File: config.mk
export PLATFORM = sky130hd
export DESIGN_NAME = fa_cache
export DESIGN_NICKNAME = d
export VERILOG_FILES = /design/src/rtl/fa_cache_pkg.sv /design/src/rtl/fa_entry_store.sv /design/src/rtl/fa_victim_sel.sv /design/src/rtl/fa_ctrl.sv /design/src/rtl/fa_cache.sv
export SDC_FILE = /design/constraint.sdc
export NUM_CORES = 1
export LEC_CHECK = 0
export BUFFER_PORTS_ARGS = -buffer_cell sky130_fd_sc_hd__buf_2
export CAP_MARGIN = 10
export CORE_MARGIN = 2
export CORE_UTILIZATION = 55
export CTS_CLUSTER_DIAMETER = 80
export DETAILED_ROUTE_END_ITERATION = 7
export PLACE_DENSITY = 0.77
export SETUP_SLACK_MARGIN = 0.4
export SLEW_MARGIN = 20
export SYNTH_ARGS = -nofsm -noshare
export SYNTH_HDL_FRONTEND = slang
export SYNTH_HIERARCHICAL = 1
export SYNTH_SLANG_ARGS = --single-unit
export TNS_END_PERCENT = 20
File: constraint.sdc
create_clock -name clk -period 5.7 [get_ports clk]
set_input_delay 0.855 -clock clk [delete_from_list [all_inputs] [get_ports clk]]
set_output_delay 0.855 -clock clk [all_outputs]
set_load 0.05 [all_outputs]
File: src/rtl/fa_cache_pkg.sv
// Package: shared types of the fully associative cache.
// Assumes: nothing beyond IEEE 1800-2017.
package fa_cache_pkg;

    // Controller states: idle lookup, fill from memory, store to memory.
    typedef enum logic [1:0] {
        ST_IDLE  = 2'd0,
        ST_FILL  = 2'd1,
        ST_STORE = 2'd2
    } fa_state_e;

endpackage

File: src/rtl/fa_entry_store.sv
// Module: fa_entry_store
// Holds ENTRIES slots of {valid, address, data} and compares a lookup
// address against every slot in parallel. One write port either installs
// a full pair (alloc) or refreshes only the data word of a slot.
// Assumes: the controller never installs an address that is already held,
// so at most one hit bit is set.
module fa_entry_store #(
    parameter int ENTRIES = 8,
    parameter int ADDR_W  = 12,
    parameter int DATA_W  = 16,
    localparam int IDX_W  = (ENTRIES > 1) ? $clog2(ENTRIES) : 1
) (
    input  logic               clk,
    input  logic               rst_n,
    input  logic [ADDR_W-1:0]  lookup_addr,
    output logic [ENTRIES-1:0] hit_vec,
    output logic [IDX_W-1:0]   hit_idx,
    output logic [DATA_W-1:0]  hit_data,
    output logic [ENTRIES-1:0] valid_vec,
    input  logic               wr_en,
    input  logic               wr_alloc,
    input  logic [IDX_W-1:0]   wr_idx,
    input  logic [ADDR_W-1:0]  wr_addr,
    input  logic [DATA_W-1:0]  wr_data
);

    logic [ADDR_W-1:0] slot_addr [ENTRIES];
    logic [DATA_W-1:0] slot_data [ENTRIES];

    for (genvar g = 0; g < ENTRIES; g++) begin : g_slot
        logic sel;
        assign sel = wr_en && (wr_idx == IDX_W'(g));

        // Slot storage: reset clears the pair, alloc installs, update refreshes data.
        always_ff @(posedge clk) begin
            if (!rst_n) begin
                valid_vec[g] <= 1'b0;
                slot_addr[g] <= '0;
                slot_data[g] <= '0;
            end else if (sel) begin
                slot_data[g] <= wr_data;
                if (wr_alloc) begin
                    valid_vec[g] <= 1'b1;
                    slot_addr[g] <= wr_addr;
                end
            end
        end

        // Per-slot comparator.
        assign hit_vec[g] = valid_vec[g] && (slot_addr[g] == lookup_addr);
    end

    // Encode the hit slot and merge its data word.
    always_comb begin
        hit_idx  = '0;
        hit_data = '0;
        for (int i = 0; i < ENTRIES; i++) begin
            if (hit_vec[i]) begin
                hit_idx  = IDX_W'(i);
                hit_data = hit_data | slot_data[i];
            end
        end
    end

endmodule

File: src/rtl/fa_victim_sel.sv
// Module: fa_victim_sel
// Chooses the slot for the next install: the lowest free slot if any,
// otherwise the slot under the first-in first-out pointer. The pointer
// moves to the slot after the one just installed, and only on install.
// Assumes: slots are never freed except by reset.
module fa_victim_sel #(
    parameter int ENTRIES = 8,
    localparam int IDX_W  = (ENTRIES > 1) ? $clog2(ENTRIES) : 1
) (
    input  logic               clk,
    input  logic               rst_n,
    input  logic [ENTRIES-1:0] valid_vec,
    input  logic               alloc,
    output logic [IDX_W-1:0]   victim_idx,
    output logic [IDX_W-1:0]   fifo_ptr
);

    logic [IDX_W-1:0] free_idx;
    logic             any_free;
    logic [IDX_W-1:0] next_ptr;

    // Priority search for the lowest-numbered free slot.
    always_comb begin
        free_idx = '0;
        any_free = 1'b0;
        for (int i = ENTRIES - 1; i >= 0; i--) begin
            if (!valid_vec[i]) begin
                free_idx = IDX_W'(i);
                any_free = 1'b1;
            end
        end
    end

    // Victim choice and the pointer value that follows it.
    always_comb begin
        victim_idx = any_free ? free_idx : fifo_ptr;
        next_ptr   = (victim_idx == IDX_W'(ENTRIES - 1)) ? '0 : victim_idx + 1'b1;
    end

    // Replacement pointer register.
    always_ff @(posedge clk) begin
        if (!rst_n)     fifo_ptr <= '0;
        else if (alloc) fifo_ptr <= next_ptr;
    end

endmodule

File: src/rtl/fa_ctrl.sv
// Module: fa_ctrl
// Request sequencer. In idle it completes read hits at once, and captures
// read misses and all writes. It then holds one memory request until
// memory answers, installing on a read miss and refreshing the slot on a
// write hit.
// Assumes: the processor holds its request until cpu_done.
module fa_ctrl
    import fa_cache_pkg::*;
#(
    parameter int ADDR_W = 12,
    parameter int DATA_W = 16
) (
    input  logic              clk,
    input  logic              rst_n,
    input  logic              cpu_req,
    input  logic              cpu_we,
    input  logic [ADDR_W-1:0] cpu_addr,
    input  logic [DATA_W-1:0] cpu_wdata,
    input  logic              lookup_hit,
    input  logic              mem_ready,
    output fa_state_e         state,
    output logic [ADDR_W-1:0] held_addr,
    output logic [DATA_W-1:0] held_wdata,
    output logic              cpu_done,
    output logic              mem_req,
    output logic              mem_we,
    output logic              alloc,
    output logic              upd
);

    fa_state_e state_nx;
    logic      capture;

    // Next state and one-cycle strobes.
    always_comb begin
        state_nx = state;
        capture  = 1'b0;
        cpu_done = 1'b0;
        mem_req  = 1'b0;
        mem_we   = 1'b0;
        alloc    = 1'b0;
        upd      = 1'b0;
        unique case (state)
            ST_IDLE: begin
                if (cpu_req) begin
                    if (cpu_we) begin
                        capture  = 1'b1;
                        state_nx = ST_STORE;
                    end else if (lookup_hit) begin
                        cpu_done = 1'b1;
                    end else begin
                        capture  = 1'b1;
                        state_nx = ST_FILL;
                    end
                end
            end
            ST_FILL: begin
                mem_req = 1'b1;
                if (mem_ready) begin
                    alloc    = 1'b1;
                    cpu_done = 1'b1;
                    state_nx = ST_IDLE;
                end
            end
            ST_STORE: begin
                mem_req = 1'b1;
                mem_we  = 1'b1;
                if (mem_ready) begin
                    upd      = lookup_hit;
                    cpu_done = 1'b1;
                    state_nx = ST_IDLE;
                end
            end
            default: state_nx = ST_IDLE;
        endcase
    end

    // State register.
    always_ff @(posedge clk) begin
        if (!rst_n) state <= ST_IDLE;
        else        state <= state_nx;
    end

    // Request capture for the memory phase.
    always_ff @(posedge clk) begin
        if (!rst_n) begin
            held_addr  <= '0;
            held_wdata <= '0;
        end else if (capture) begin
            held_addr  <= cpu_addr;
            held_wdata <= cpu_wdata;
        end
    end

endmodule

File: src/rtl/fa_cache.sv
// Module: fa_cache (top)
// Fully associative write-through cache with first-in first-out
// replacement. Joins the slot store, the victim selector and the sequencer.
// Assumes: one outstanding processor request and one memory transfer at a time.
module fa_cache
    import fa_cache_pkg::*;
#(
    parameter int ENTRIES = 8,
    parameter int ADDR_W  = 12,
    parameter int DATA_W  = 16
) (
    input  logic              clk,
    input  logic              rst_n,
    input  logic              cpu_req,
    input  logic              cpu_we,
    input  logic [ADDR_W-1:0] cpu_addr,
    input  logic [DATA_W-1:0] cpu_wdata,
    output logic              cpu_done,
    output logic [DATA_W-1:0] cpu_rdata,
    output logic              mem_req,
    output logic              mem_we,
    output logic [ADDR_W-1:0] mem_addr,
    output logic [DATA_W-1:0] mem_wdata,
    input  logic              mem_ready,
    input  logic [DATA_W-1:0] mem_rdata
);

    localparam int IDX_W = (ENTRIES > 1) ? $clog2(ENTRIES) : 1;

    fa_state_e          state;
    logic [ADDR_W-1:0]  held_addr;
    logic [DATA_W-1:0]  held_wdata;
    logic [ADDR_W-1:0]  lookup_addr;
    logic [ENTRIES-1:0] hit_vec;
    logic [ENTRIES-1:0] valid_vec;
    logic [IDX_W-1:0]   hit_idx;
    logic [DATA_W-1:0]  hit_data;
    logic [IDX_W-1:0]   victim_idx;
    logic [IDX_W-1:0]   fifo_ptr;
    logic               alloc;
    logic               upd;

    // Lookup uses the live address in idle, the captured one afterwards.
    assign lookup_addr = (state == ST_IDLE) ? cpu_addr : held_addr;
    assign cpu_rdata   = (state == ST_FILL) ? mem_rdata : hit_data;
    assign mem_addr    = held_addr;
    assign mem_wdata   = held_wdata;

    fa_ctrl #(.ADDR_W(ADDR_W), .DATA_W(DATA_W)) u_ctrl (
        .clk        (clk),
        .rst_n      (rst_n),
        .cpu_req    (cpu_req),
        .cpu_we     (cpu_we),
        .cpu_addr   (cpu_addr),
        .cpu_wdata  (cpu_wdata),
        .lookup_hit (|hit_vec),
        .mem_ready  (mem_ready),
        .state      (state),
        .held_addr  (held_addr),
        .held_wdata (held_wdata),
        .cpu_done   (cpu_done),
        .mem_req    (mem_req),
        .mem_we     (mem_we),
        .alloc      (alloc),
        .upd        (upd)
    );

    fa_entry_store #(.ENTRIES(ENTRIES), .ADDR_W(ADDR_W), .DATA_W(DATA_W)) u_store (
        .clk         (clk),
        .rst_n       (rst_n),
        .lookup_addr (lookup_addr),
        .hit_vec     (hit_vec),
        .hit_idx     (hit_idx),
        .hit_data    (hit_data),
        .valid_vec   (valid_vec),
        .wr_en       (alloc | upd),
        .wr_alloc    (alloc),
        .wr_idx      (alloc ? victim_idx : hit_idx),
        .wr_addr     (held_addr),
        .wr_data     (alloc ? mem_rdata : held_wdata)
    );

    fa_victim_sel #(.ENTRIES(ENTRIES)) u_victim (
        .clk        (clk),
        .rst_n      (rst_n),
        .valid_vec  (valid_vec),
        .alloc      (alloc),
        .victim_idx (victim_idx),
        .fifo_ptr   (fifo_ptr)
    );

endmodule

Word level (Yosys, flattened, before mapping)
Memory sizes are Yosys's and may differ from the RTL's.
Index checks and enable logic that the tools add are counted.

storage, ports and cells
  logic and storage cells = 211
  input bits = 49
  output and inout port bits = 47
  register bits after elaboration = 41
  memories kept = 2
  bits in writable memories = 224

cells by class
  muxes and demuxes = 122
  bitwise operators = 24
  $add $sub $neg = 1
  eq/ne operators = 21
  reduce and logical (&&, ||, !) cells = 29

memory list
  memory             words  bits a word  rd ports  clocked after memory_dff  wr ports  RTL line              text
  u_store.slot_data  8      16           8         0                         8         fa_entry_store.sv:28  logic [DATA_W-1:0] slot_data [ENTRIES];
  u_store.slot_addr  8      12           8         0                         8         fa_entry_store.sv:27  logic [ADDR_W-1:0] slot_addr [ENTRIES];

operators with widths
  cell                 count
  $mux 16              18
  $or 16x16->16        7
  $mux 12              9
  $eq 12x12->1         8
  $mux 1               72
  $mux 3               15
  $or 1x1->1           17
  $logic_and 1x1->1    16
  $reduce_and 2->1     8
  $eq 3x3->1 const B   5
  $mux 2               6
  $reduce_or 8->1      1
  $eq 3x2->1 const B   2
  $pmux 2 s2           1
  $add 3x1->3 const B  1
  $eq 3x1->1 const B   1
  $logic_not 3->1      1
  $ne 3x3->1 const B   1
  $reduce_and 3->1     1
  $eq 2x1->1 const B   1
  $eq 2x2->1 const B   1
  $logic_not 2->1      1
  $ne 2x1->1 const B   1
  $ne 2x2->1 const B   1
  other kinds (2)      2

Logic depth before layout (Yosys ltp)
Gate-level depths: netlist of the first run.

  depth after elaboration = 20
  gate-level depth with buffers = 18

Cells and area by module
The synthesis of the first run kept the hierarchy.

modules (own cells, without submodules)
  module          cells each  area each (um^2)  seq. area each (um^2)  instances
  fa_entry_store  779         10682.7           6886.6                 1
  fa_ctrl         152         1343.8            600.6                  1
  fa_cache        58          655.6             0.0                    1
  fa_victim_sel   28          226.5             60.1                   1

Least setup slack after synthesis of the first run
OpenSTA, ideal clock, no wires.

  path kind = input port to flip-flop
  start = input cpu_addr[11]
  end = memory u_store.slot_addr[0][0] (enable)
  path slack = 387 ps
  data arrival time = 4931 ps
  path buffers = 2
  stages = 13
  cells stage by stage = mux2_2 -> buf_4 -> xnor2_2 -> nand4_1 -> nor4_4 -> buf_4 -> nor2_1 -> o21ai_1 -> nand2_1 -> mux2_2 -> nand2b_1 -> o31ai_1 -> nor2b_1

RTL lines
  item                RTL line              text
  start: declaration  fa_cache.sv:16        input logic [ADDR_W-1:0] cpu_addr,
  end: declaration    fa_entry_store.sv:27

Final worst setup path of the first run
  start = register u_ctrl.state[0]
  end = output cpu_done

on the way
  word-level cells in the longest chain between the ends = 9

ends and longest elaborated chain
  item                      RTL line              text
  start: declaration        fa_ctrl.sv:21         output fa_state_e state,
  start signal: assignment  fa_ctrl.sv:81         else state <= state_nx;
  $logic_not 2->1           fa_cache.sv:44        assign lookup_addr = (state == ST_IDLE) ? cpu_addr : held_addr;
  $mux 12                   fa_cache.sv:44
  via lookup_addr[8]        fa_cache.sv:33        logic [ADDR_W-1:0] lookup_addr;
  $eq 12x12->1              fa_entry_store.sv:50  assign hit_vec[g] = valid_vec[g] && (slot_addr[g] == lookup_addr);
  $logic_and 1x1->1         fa_entry_store.sv:50
  via hit_vec[2]            fa_cache.sv:34        logic [ENTRIES-1:0] hit_vec;
  $reduce_or 8->1           fa_cache.sv:56        .lookup_hit (|hit_vec),
  $mux 1                    fa_ctrl.sv:49         end else if (lookup_hit) begin
  $mux 1                    fa_ctrl.sv:46         if (cpu_we) begin
  $mux 1                    fa_ctrl.sv:45         if (cpu_req) begin
  $pmux 1 s2                fa_ctrl.sv:43         unique case (state)
  end: declaration          fa_cache.sv:18        output logic cpu_done,

The timed path passes the listed nets, and every way through them passes these cells.

==> impl_results.md, run 1 <==
- Library cells used by synthesis: 50
- Fillers: 1830
- Most common cell after layout, fill and taps aside: edfxtp_1
- Slew @ Worst Pin: 1090 ps
- Hpwl dp: 21.2 mm
- Via/cell ratio: 6.07
- Synth Area in Simple Gates: 17.6%
- Setup violations, final: 0
- WP data required: 4850 ps
- Port Buffer Count: 95
- Die Area: 24700 µm²
- Slew margin rel.: 27.6%
- Syn Nets: 1073
- Status: complete, no violations
- CTS H-tree lvls: 1
- CP Max Fanout: 30
- Fin. max-slew vios: 0
- Gr usage total: 27.0%
- Mapped Area: 12900 µm²
- Post-Syn Instances: 1017
- Period utilisation layout: 88.6%
- Setup Buffers After CTS: 0
- Initial Utilization: 55.5%
- Nets: 1168
- Share of cells above drive strength 1: 22.3%
- PnR worst setup slack: 652 ps
- Vias: 8816
- Post-synth EDFFs: 224
- # IOs: 96
- First-pass GRT wire length: 50.0 mm
- Worst skew pair latency: 550 ps
- Setup WS pre-CTS: 1020 ps
- CTS tree: built
- Synth Area in Compound Gates: 8.35%
- Crit end category: output pin
- DRT Pass-1 Iters: 7
- Yosys warns: 6
- CTS Buf Count: 27
- Number of DRC markers in iteration 0: 1030
- Synth-to-Final Area Change: 12.7%
- Die Ht: 157 µm
- Synthesized area per cell: 12.7 µm²
- Leakage: 5.74 nW
- Post-synthesis mux area share: 4.70%
- Routability-driven placement congestion ratio: 0.830
- DIE WIDTH: 157 µm
- Worst vdd ir: 0.252 mV
- CP Class: register to output pin
- Post-Synth XOR/XNOR Area: 6.57%
- Vias in the first global route: 8512
- Clk sink count: 265
- Largest family of logic cells by synthesized area: simple AND/OR/NAND/NOR gates
- Seq cells post-synth: 265
- Final wirelength: 33.6 mm
- Max Cap Violations: 0
- Max frequency: 0.198 GHz
- Post-layout minimum cycle time: 5050 ps
- CP startpoint kind: register
- Remaining DRCs: 0
- Ant diodes: 0
- CTS root buffer: clkbuf_16
- DRT antenna net count: 0
- Leading cell types in the layout, fill and taps excluded: 224 x edfxtp_1, 129 x and2_1, 97 x and3_1, 95 x buf_2, 91 x xnor2_1
- Predominant post-synthesis flop cell: edfxtp_1
- Cts hold-fix bufs: 0
- Total congestion overflow: 0
- RSZ-0062 raised after global routing: false
- Pwr Density: 314 nW/µm²
- Post-synth ARST share: 0%
- Post-Synth Adder-Cell Area: 0.678%
- Clk slew on worst S/H paths: 60 ps
- Fin Clk Skew: 22.6 ps
- Largest net degree at the start of global routing: 82
- Number of antenna violations at the first check in global routing: 0
- Core area: 23300 µm²
- Final Hold Viols: 0
- Post-CTS sizing: 0
- Hold crit path type: register to register
- Clock buffer depth: 3
- Rows: 56
- Sequential share of the synthesized area: 58.5%
- WL/cell: 23.1 µm
- Setup TNS Final: 0 ps
- Arr. time, crit path: 4190 ps
==> per-stage QoR <==
step                      total power [mW]  hold slack (ps)  instance area, µm²  utilization [%]  std cells
final                                 4.57              501               14500             62.5       1452
after CTS                             4.57              501               14500             62.5       1452
after global routing                  4.71              527               14500             62.5       1452
after floorplan                       2.83              483               12900                -       1017
after global placement                3.00              479               13800             59.1       1402
after detailed placement              3.01              489               13800             59.1       1402
==> cell type report <==
type	count	area (µm²)	share of cell area [%]
multi-input cells	670	4960	34.1
repair buffers	142	828	5.69
clock inverters	20	103	0.705
clock buffers	30	687	4.72
inverters	6	23.8	0.163
flip-flops and latches	265	7550	51.9
well taps	319	399	2.74
==> synthesized netlist by cell type, drive strengths merged (2+ instances only) <==
master	count	area (µm²)
edfxtp	224	6730
and2	130	813
and3	97	607
xnor2	92	813
nand3	55	275
mux2	47	567
clkbuf	45	169
dfxtp	41	821
o21ai	37	185
a22oi	33	248
buf	31	278
a21boi	28	210
a22o	24	210
nand2	19	71.3
nand4	17	113
a221oi	16	140
nor2	13	48.8
nor2b	13	83.8
nor4	9	146
ha	7	87.6
nand2b	6	45.0
inv	5	18.8
mux2i	4	40.0
xor2	4	35.0
nor3	3	26.3
o31ai	3	22.5
a21oi	2	10.0
nand3b	2	15.0
==> logic make-up after synthesis <==
family,Yosys count
AOI/OAI and AO/OA,149
xor gates and xnor gates,96
adders and majority gates,7
buffers and inverters,82
DFF,265
muxes,51
and+or+nand+nor,367
==> critical path, cell delays in order (launching register included) <==
cell	delay [ps]
dfxtp_1	380
nor2_1	130
buf_4	210
mux2_2	500
xnor2_1	220
nand4_1	120
or4_4	550
clkinv_2	280
nor4_1	80
nand2_1	160
nor2b_2	170
buf_4	290
a22oi_1	130
nor2_1	140
buf_2	280
==> final timing paths <==
kind	from	endpoint	slack [ps]	depth (start not counted)
min	u_ctrl/held_wdata[9]	u_ctrl/held_wdata[9]	500	2
max	u_ctrl/state[0]	cpu_done	650	14
min reg2reg	u_ctrl/held_wdata[9]	u_ctrl/held_wdata[9]	500	2
max reg2reg	u_ctrl/state[0]	u_store/slot_addr[1][44]	1140	15
==> routing by layer <==
layer	up-vias	GRT usage, %	share of wire (%)
li1	3941	-	-
met1	4280	38.9	40
met2	535	42.4	47
met3	60	4.38	10
met4	0	8.23	2.0
met5	-	0	0
==> sequential cells by signal (all words and copies together) (netlist names) <==
register	flops
u_ctrl/held_wdata	16
u_store/valid_vec	8
u_ctrl/held_addr	12
u_store/slot_data	128
u_store/slot_addr	96
u_ctrl/state	2
u_victim/fifo_ptr	3
==> where the power goes <==
group          internal (mW)  switching [mW]
Combinational          0.246           0.482
Clock                  0.867           0.721
Sequential              2.19          0.0577
Total                   3.31            1.26
(Power assumes the default switching activity.)
==> run 2: changes to the inputs <==
--- a/config.mk
+++ b/config.mk
@@ -8,10 +8,10 @@
 export BUFFER_PORTS_ARGS = -buffer_cell sky130_fd_sc_hd__buf_2
 export CAP_MARGIN = 10
 export CORE_MARGIN = 2
-export CORE_UTILIZATION = 55
+export CORE_UTILIZATION = 60
 export CTS_CLUSTER_DIAMETER = 80
 export DETAILED_ROUTE_END_ITERATION = 7
-export PLACE_DENSITY = 0.77
+export PLACE_DENSITY = 0.8
 export SETUP_SLACK_MARGIN = 0.4
 export SLEW_MARGIN = 20
 export SYNTH_ARGS = -nofsm -noshare
==> constraint.sdc (replaced) <==
create_clock -name clk -period 4.9 [get_ports clk]
set_input_delay 0.735 -clock clk [delete_from_list [all_inputs] [get_ports clk]]
set_output_delay 0.735 -clock clk [all_outputs]
set_load 0.05 [all_outputs]
==> impl_results.md, run 2 (synthesis gave the netlist of run 1 again) <==
- CP max stage delay: 550 ps (about the same)
- Cts hold-fix bufs: 0 (unchanged)
- Worst Reg-to-Reg Cells: 14 (was 15)
- Flip-flop and latch area: 7550 µm² (unchanged)
- Routability-driven placement congestion ratio: 0.865 (was 0.830)
- DIE WIDTH: 151 µm (was 157 µm)
- Psw: 1.51 mW (was 1.26 mW)
- Via/cell ratio: 6.35 (was 6.07)
- Largest net degree at the start of global routing: 81 (was 82)
- Logic pwr share: 15.7% (was 15.9%)
- M1 wire length: 13.7 mm (was 13.6 mm)
- WL/cell: 23.9 µm (was 23.1 µm)
- Initial Utilization: 61.2% (was 55.5%)
- Fillers: 1498 (was 1830)
- Die Area: 22700 µm² (was 24700 µm²)
- CTS H-tree lvls: 1 (unchanged)
- Status: complete, no violations (unchanged)
- Crit end category: output pin (unchanged)
- Slew margin rel.: 31.1% (was 27.6%)
- Port Buffer Count: 95 (unchanged)
- WP data required: 4160 ps (was 4850 ps)
- CTS root buffer: clkbuf_16 (unchanged)
- First-pass GRT wire length: 50.8 mm (was 50.0 mm)
- Setup violations, final: 0 (unchanged)
- Final Hold Viols: 0 (unchanged)
- Final wirelength: 33.9 mm (was 33.6 mm)
- Switch share: 26.9% (was 27.6%)
- CTS tree: built (unchanged)
- Clk sink count: 265 (unchanged)
- Die Ht: 151 µm (was 157 µm)
- Post-layout minimum cycle time: 4400 ps
- Slew @ Worst Pin: 1030 ps (was 1090 ps)
- Total congestion overflow: 0 (unchanged)
- Share of cells above drive strength 1: 23.5% (was 22.3%)
- Max frequency: 0.227 GHz
- WP buf/inv: 3 (was 4)
- DRT antenna net count: 0 (unchanged)
- Highest-delay cell along the critical path: or4_4 (unchanged)
- Worst hold slack: 445 ps (was 501 ps)
- Top routing layer in use: met4 (unchanged)
- Vias in the first global route: 8763 (was 8512)
- CP startpoint kind: register (unchanged)
- Pwr Density: 380 nW/µm² (was 314 nW/µm²)
- Clock power frac: 37.5% (was 34.8%)
- Setup TNS Final: 0 ps (unchanged)
- PnR worst setup slack: 499 ps (was 652 ps)
- HP Start: cpu_wdata[2] (was u_ctrl/held_wdata[9])
- Core area: 21100 µm² (was 23300 µm²)
- Number of DRC markers in iteration 0: 1040 (was 1030)
- Biggest register: u_store/slot_data (unchanged)
- Area of the multi-input gates: 5020 µm² (was 4960 µm²)
- Met2 WL: 15.7 mm (was 15.9 mm)
- Gr usage total: 29.9% (was 27.0%)
- Clock buffer depth: 3 (unchanged)
- Routed wl met3: 3.83 mm (was 3.43 mm)
- Worst vdd ir: 0.303 mV (was 0.252 mV)
- Flop-to-flop setup slack: 690 ps (was 1140 ps)
- R2R Path Start: u_ctrl/state[0] (unchanged)
- Vias: 8983 (was 8816)
- Arr. time, crit path: 3670 ps (was 4190 ps)
- DRT Pass-1 Iters: 5 (was 7)
- Fin Clk Skew: 20.5 ps (was 22.6 ps)
- Crit-path cells: nor2_2 -> buf_4 -> mux2_4 -> xnor2_1 -> nand4_1 -> or4_4 -> inv_8 -> nor4_1 -> nand2_1 -> nor2b_4 -> a22oi_1 -> nor2_1 -> buf_6 (was nor2_1 -> buf_4 -> mux2_2 -> xnor2_1 -> nand4_1 -> or4_4 -> clkinv_2 -> nor4_1 -> nand2_1 -> nor2b_2 -> buf_4 -> a22oi_1 -> nor2_1 -> buf_2)
- Rows: 53 (was 56)
- Critical path's top delay family: simple AND/OR/NAND/NOR gates (unchanged)
- RR Endpoint: u_store/slot_data[1][40] (was u_store/slot_addr[1][44])
- Nets: 1175 (was 1168)
- # IOs: 96 (unchanged)
- CP Class: register to output pin (unchanged)
- Max Cap Violations: 0 (unchanged)
- Synth-to-Final Area Change: 14.2% (was 12.7%)
- Biggest regs: u_store/slot_data (128), u_store/slot_addr (96), u_ctrl/held_wdata (16) (unchanged)
- Max reg flops: 128 (unchanged)
- Leading cell types in the layout, fill and taps excluded: 224 x edfxtp_1, 129 x and2_1, 97 x and3_1, 94 x buf_2, 91 x xnor2_1 (was 224 x edfxtp_1, 129 x and2_1, 97 x and3_1, 95 x buf_2, 91 x xnor2_1)
- Ant diodes: 0 (unchanged)
- Period utilisation layout: 89.8%
- Clk slew on worst S/H paths: 60 ps (about the same)
- RSZ-0062 raised after global routing: true (was false)
- Int Pwr: 4.10 mW (was 3.31 mW)
- Fin util: 69.9% (was 62.5%)
- Worst skew pair latency: 550 ps (about the same)
- Setup WS pre-CTS: 568 ps (was 1020 ps)
- Hold depth: 3 (was 2)
- Endpoint, Worst Hold: u_ctrl/held_wdata[2] (was u_ctrl/held_wdata[9])
- Most common cell after layout, fill and taps aside: edfxtp_1 (unchanged)
- Hpwl dp: 21.3 mm (was 21.2 mm)
- Leakage: 5.90 nW (was 5.74 nW)
- CTS Buf Count: 27 (unchanged)
- Reg power frac: 46.8% (was 49.3%)
- Number of antenna violations at the first check in global routing: 1 (was 0)
- CP Max Fanout: 18 (was 30)
- Fin. max-slew vios: 0 (unchanged)
- Hold crit path type: input pin to register (was register to register)
- Remaining DRCs: 0 (unchanged)
run 2: changes by cell type in the layout (fill, tap and decap cells not counted), sizes merged:
| cell | before | now |
|---|---|---|
| clkinvlp | 1 | 0 |
| clkinv | 18 | 12 |
| bufinv | 0 | 4 |
| clkbuf | 30 | 33 |
| buf | 142 | 149 |
run 2: timing repair:
action / CTS / global route
pin swaps: 2 / 3
gates resized for setup: 1 / 22
setup buffers: 1 / 2
hold endpoints to repair: 0 / 0
cloned: 0 / 1
setup endpoints to repair: 16 / 52
run 2: area by class of cell:
class / count / share of cell area, %
clock buffers: 33 / 4.80
clock inverters: 17 / 1.34
well taps: 275 / 2.33
inverters: 6 / 0.204
multi-input cells: 670 / 34.1
repair buffers: 149 / 6.07
flip-flops and latches: 265 / 51.2
run 2: worst register-to-register path: stages (launching register included):
cell and delay [ps]:
dfxtp_1 390, nor2_2 170, buf_4 210, mux2_4 400, xnor2_1 210, nand4_1 110
or4_4 550, a21oi_1 160, o21ba_1 130, o21bai_1 60, mux2_2 360, nand2b_1 290
nor2_2 600, buf_4 310, and2_1 150
run 2: worst max path at each step:
stage / depth (start not counted) / endpoint / startpoint
floorplan: 15 / u_store/slot_addr[0][24] / u_ctrl/state[0]
global placement: 13 / u_store/slot_addr[1][21] / cpu_addr[5]
detailed placement: 13 / u_store/slot_addr[0][8] / cpu_addr[11]
CTS: 12 / cpu_rdata[3] / u_ctrl/state[0]
global route: 13 / cpu_done / u_ctrl/state[0]
finish: 13 / cpu_done / u_ctrl/state[0]
run 2: per-layer routing:
layer / track usage (%) / up-vias
met4: 7.15 / 0
met2: 46.3 / 552
met3: 6.85 / 61
met5: 0 / -
li1: - / 3957
met1: 43.2 / 4413
run 2: power groups by stage:
stage / Clock (mW) / Sequential (mW) / Combinational [mW]
detailed placement: 0 / 2.66 / 0.841
finish: 2.10 / 2.62 / 0.882
floorplan: 0 / 2.72 / 0.569
global placement: 0 / 2.66 / 0.828
global route: 2.19 / 2.63 / 0.934
CTS: 2.12 / 2.62 / 0.848
run 2: through the flow:
step	cells	total power, mW	instance area, µm²
6_report	1415	5.61	14700
5_1_grt	1415	5.76	14700
4_1_cts	1412	5.59	14600
3_5_place_dp	1361	3.51	13700
3_3_place_gp	1361	3.49	13700
2_1_floorplan	1017	3.29	12900
==> run 3: changes to the inputs <==
--- a/config.mk
+++ b/config.mk
@@ -5,13 +5,13 @@
 export SDC_FILE = /design/constraint.sdc
 export NUM_CORES = 1
 export LEC_CHECK = 0
+export ABC_AREA = 1
 export BUFFER_PORTS_ARGS = -buffer_cell sky130_fd_sc_hd__buf_2
 export CAP_MARGIN = 10
-export CORE_MARGIN = 2
 export CORE_UTILIZATION = 60
 export CTS_CLUSTER_DIAMETER = 80
 export DETAILED_ROUTE_END_ITERATION = 7
-export PLACE_DENSITY = 0.8
+export PLACE_DENSITY = 0.79
 export SETUP_SLACK_MARGIN = 0.4
 export SLEW_MARGIN = 20
 export SYNTH_ARGS = -nofsm -noshare
==> impl_results.md, run 3 <==
- Hpwl dp: 23.8 mm (was 21.3 mm)
- Most frequent cell after synthesis: nand2_1 (was edfxtp_1)
- Die Ht: 150 µm (was 151 µm)
- Predominant post-synthesis flop cell: edfxtp_1 (unchanged)
- CP most frequent cell: nand2_1
- Die Area: 22500 µm² (was 22700 µm²)
- CTS tree: built (unchanged)
- Largest net degree at the start of global routing: 52 (was 81)
- Max Cap Violations: 0 (unchanged)
- Power Total: 6.68 mW (was 5.61 mW)
- Yosys warns: 6 (unchanged)
- Synthesized area per cell: 8.78 µm² (was 12.7 µm²)
- Highest-delay cell along the critical path: dfxtp_2 (was or4_4)
- Vias in the first global route: 10043 (was 8763)
- Port Buffer Count: 95 (unchanged)
- Int Pwr: 4.20 mW (was 4.10 mW)
- Top post-synthesis cells by area: edfxtp_1 51%, nand2_1 13%, nor2_1 9.2%, dfxtp_1 6.2%, inv_1 3.2% (was edfxtp_1 52%, dfxtp_1 6.4%, and2_1 6.3%, xnor2_1 6.2%, and3_1 4.7%)
- CTS Buf Count: 27 (unchanged)
- Placed Area: 13800 µm² (was 13700 µm²)
- Slew @ Worst Pin: 850 ps (was 1030 ps)
- Nets: 1646 (was 1175)
- Biggest regs: u_store/slot_data (128), u_store/slot_addr (96), u_ctrl/held_wdata (16) (unchanged)
- Setup TNS Final: 0 ps (unchanged)
- Number of DRC markers in iteration 0: 1472 (was 1040)
- Finished Cell Area: 14600 µm² (was 14700 µm²)
- First-pass GRT wire length: 53.5 mm (was 50.8 mm)
- Share of cells above drive strength 1: 13.8% (was 23.5%)
- Clk sink count: 265 (unchanged)
- DIE WIDTH: 150 µm (was 151 µm)
- Setup Buffers After CTS: 0 (was 1)
- PnR worst setup slack: 569 ps (was 499 ps)
- Biggest register: u_store/slot_data (unchanged)
- Remaining DRCs: 0 (unchanged)
- Setup WS pre-CTS: 655 ps (was 568 ps)
- CP Max Fanout: 17 (was 18)
- DRT Pass-1 Iters: 5 (unchanged)
- RSZ-0062 raised after global routing: false (was true)
- Seq cells post-synth: 265 (unchanged)
- Rows: 53 (unchanged)
- Psw: 2.48 mW (was 1.51 mW)
- Status: complete, no violations (unchanged)
- Initial Utilization: 61.9% (was 61.2%)
- Post-synth EDFFs: 224 (unchanged)
- Pwr Density: 457 nW/µm² (was 380 nW/µm²)
- Period utilisation layout: 88.4% (was 89.8%)
- Clock power frac: 29.0% (was 37.5%)
- Synth-to-Final Area Change: 11.0% (was 14.2%)
- Leakage: 6.11 nW (was 5.90 nW)
- Switch share: 37.2% (was 26.9%)
- Ant diodes: 0 (unchanged)
- CP startpoint kind: register (unchanged)
- Routability-driven placement congestion ratio: 0.908 (was 0.865)
- Placed cell count: 1836 (was 1361)
- Max reg flops: 128 (unchanged)
- Fin. max-slew vios: 0 (unchanged)
- Post-layout minimum cycle time: 4330 ps (was 4400 ps)
- Post-Syn Instances: 1501 (was 1017)
- Final wirelength: 34.8 mm (was 33.9 mm)
- CP Class: register to output pin (unchanged)
- Share of the synthesized area in the top cell type: 51.1% (was 52.1%)
- CTS root buffer: clkbuf_16 (unchanged)
- Arr. time, crit path: 3600 ps (was 3670 ps)
- Core area: 21300 µm² (was 21100 µm²)
- Clk slew on worst S/H paths: 60 ps (about the same)
- CP max stage delay: 400 ps (was 550 ps)
- WP data required: 4160 ps (about the same)
- Post-synth ARST share: 0% (unchanged)
- Logic pwr share: 30.8% (was 15.7%)
- Slew margin rel.: 43.3% (was 31.1%)
- Fin Clk Skew: 13.9 ps (was 20.5 ps)
- Yosys top cell by area: edfxtp_1 (unchanged)
- Via/cell ratio: 5.75 (was 6.35)
- Clock buffer depth: 3 (unchanged)
- Max frequency: 0.231 GHz (was 0.227 GHz)
- CTS H-tree lvls: 1 (unchanged)
- Post-synth top cells: 452 x nand2_1, 324 x nor2_1, 224 x edfxtp_1 (was 224 x edfxtp_1, 130 x and2_1, 97 x and3_1)
- Total congestion overflow: 0 (unchanged)
- Hold crit path type: input pin to register (unchanged)
- Library cells used by synthesis: 43 (was 50)
- DRT antenna net count: 0 (unchanged)
- Post-layout instance count excluding filler cells: 1886 (was 1415)
- Syn Nets: 1557 (was 1073)
- Mapped Area: 13200 µm² (was 12900 µm²)
- Worst vdd ir: 0.411 mV (was 0.303 mV)
- Leading cell types in the layout, fill and taps excluded: 448 x nand2_1, 324 x nor2_1, 224 x edfxtp_1, 112 x inv_1, 95 x buf_2 (was 224 x edfxtp_1, 129 x and2_1, 97 x and3_1, 94 x buf_2, 91 x xnor2_1)
- Final Hold Viols: 0 (unchanged)
- Gr usage total: 31.5% (was 29.9%)
- Reg power frac: 40.2% (was 46.8%)
- Worst skew pair latency: 540 ps (was 550 ps)
- # IOs: 96 (unchanged)
- Crit end category: output pin (unchanged)
- Sequential share of the synthesized area: 57.3% (was 58.5%)
- WL/cell: 18.5 µm (was 23.9 µm)
- Crit-path cells: nor2_4 -> nand2_1 -> nand2_1 -> inv_2 -> a21oi_1 -> nand3_1 -> nor2_1 -> nand2_1 -> inv_2 -> buf_4 -> nand2_1 -> nand2_1 -> nor2_1 -> nand2_1 -> nand2_1 -> o21ai_1 -> buf_2 (was nor2_2 -> buf_4 -> mux2_4 -> xnor2_1 -> nand4_1 -> or4_4 -> inv_8 -> nor4_1 -> nand2_1 -> nor2b_4 -> a22oi_1 -> nor2_1 -> buf_6)
- Vias: 10837 (was 8983)
- Number of antenna violations at the first check in global routing: 0 (was 1)
- Most common cell after layout, fill and taps aside: nand2_1 (was edfxtp_1)
- Setup violations, final: 0 (unchanged)
[run 3: metrics by stage]
step           hold slack [ps]  utilization, %
3_5_place_dp               468            64.7
3_3_place_gp               462            64.7
6_report                   469            68.7
5_1_grt                    460            68.7
4_1_cts                    459            68.6
2_1_floorplan              453               -
[run 3: cell families (layout without fill, tap and decap cells)]
| family | count (synthesis) | after routing | share of synthesized area, % |
|---|---|---|---|
| compound gates | 119 | 119 | 5.33 |
| fa+ha+maj | 7 | 7 | 0.665 |
| flops | 265 | 265 | 57.3 |
| buf+inv | 196 | 306 | 7.17 |
| simple gates | 876 | 876 | 27.0 |
| xor+xnor | 38 | 38 | 2.53 |
[run 3: final cells by class]
cell class                      count  area, µm²
Fill cell                        1574       6660
Inverter                          131        497
Timing Repair Buffer              125        701
Tap cell                          275        344
Clock inverter                     14       93.8
Multi-Input combinational cell   1040       4700
Sequential cell                   265       7550
Clock buffer                       36        739
[run 3: power groups by stage]
stage	combinational, mW	sequential (mW)	clock, mW
after detailed placement	1.98	2.73	0
after global placement	1.95	2.72	0
after global routing	2.18	2.70	2.05
final	2.06	2.69	1.94
after CTS	2.00	2.68	1.95
after floorplan	1.38	2.84	0
[run 3: routing by layer]
metal  up-vias  track usage (%)  wire length [µm]
li1       5013                -                 -
met1      5056             45.0             13800
met2       709             48.8             15900
met3        59             6.61              4570
met4         0             9.04               653
met5         -                0                 0
[run 3: repair_timing]
item                                    CTS  global route
endpoints found under the setup margin   10           146
resized for setup                         3             7
hold buffers                              0             0
hold endpoints to repair                  0             0
[run 3: final timing paths]
check / slack, ps / cells after the start / end / from
min reg2reg: 480 / 2 / u_ctrl/held_wdata[13] / u_ctrl/held_wdata[13]
max: 570 / 17 / cpu_rdata[0] / u_ctrl/state[0]
max reg2reg: 720 / 25 / u_store/slot_data[0][35] / u_ctrl/state[0]
min: 470 / 3 / u_ctrl/held_wdata[4] / cpu_wdata[4]
[run 3: worst max-delay path, delay by kind of cell (launching register included)]
kind	cells	cell delay, ps
AOI/OAI and AO/OA	2	480
buffers and inverters	4	740
DFF	1	400
and+or+nand+nor	11	1410
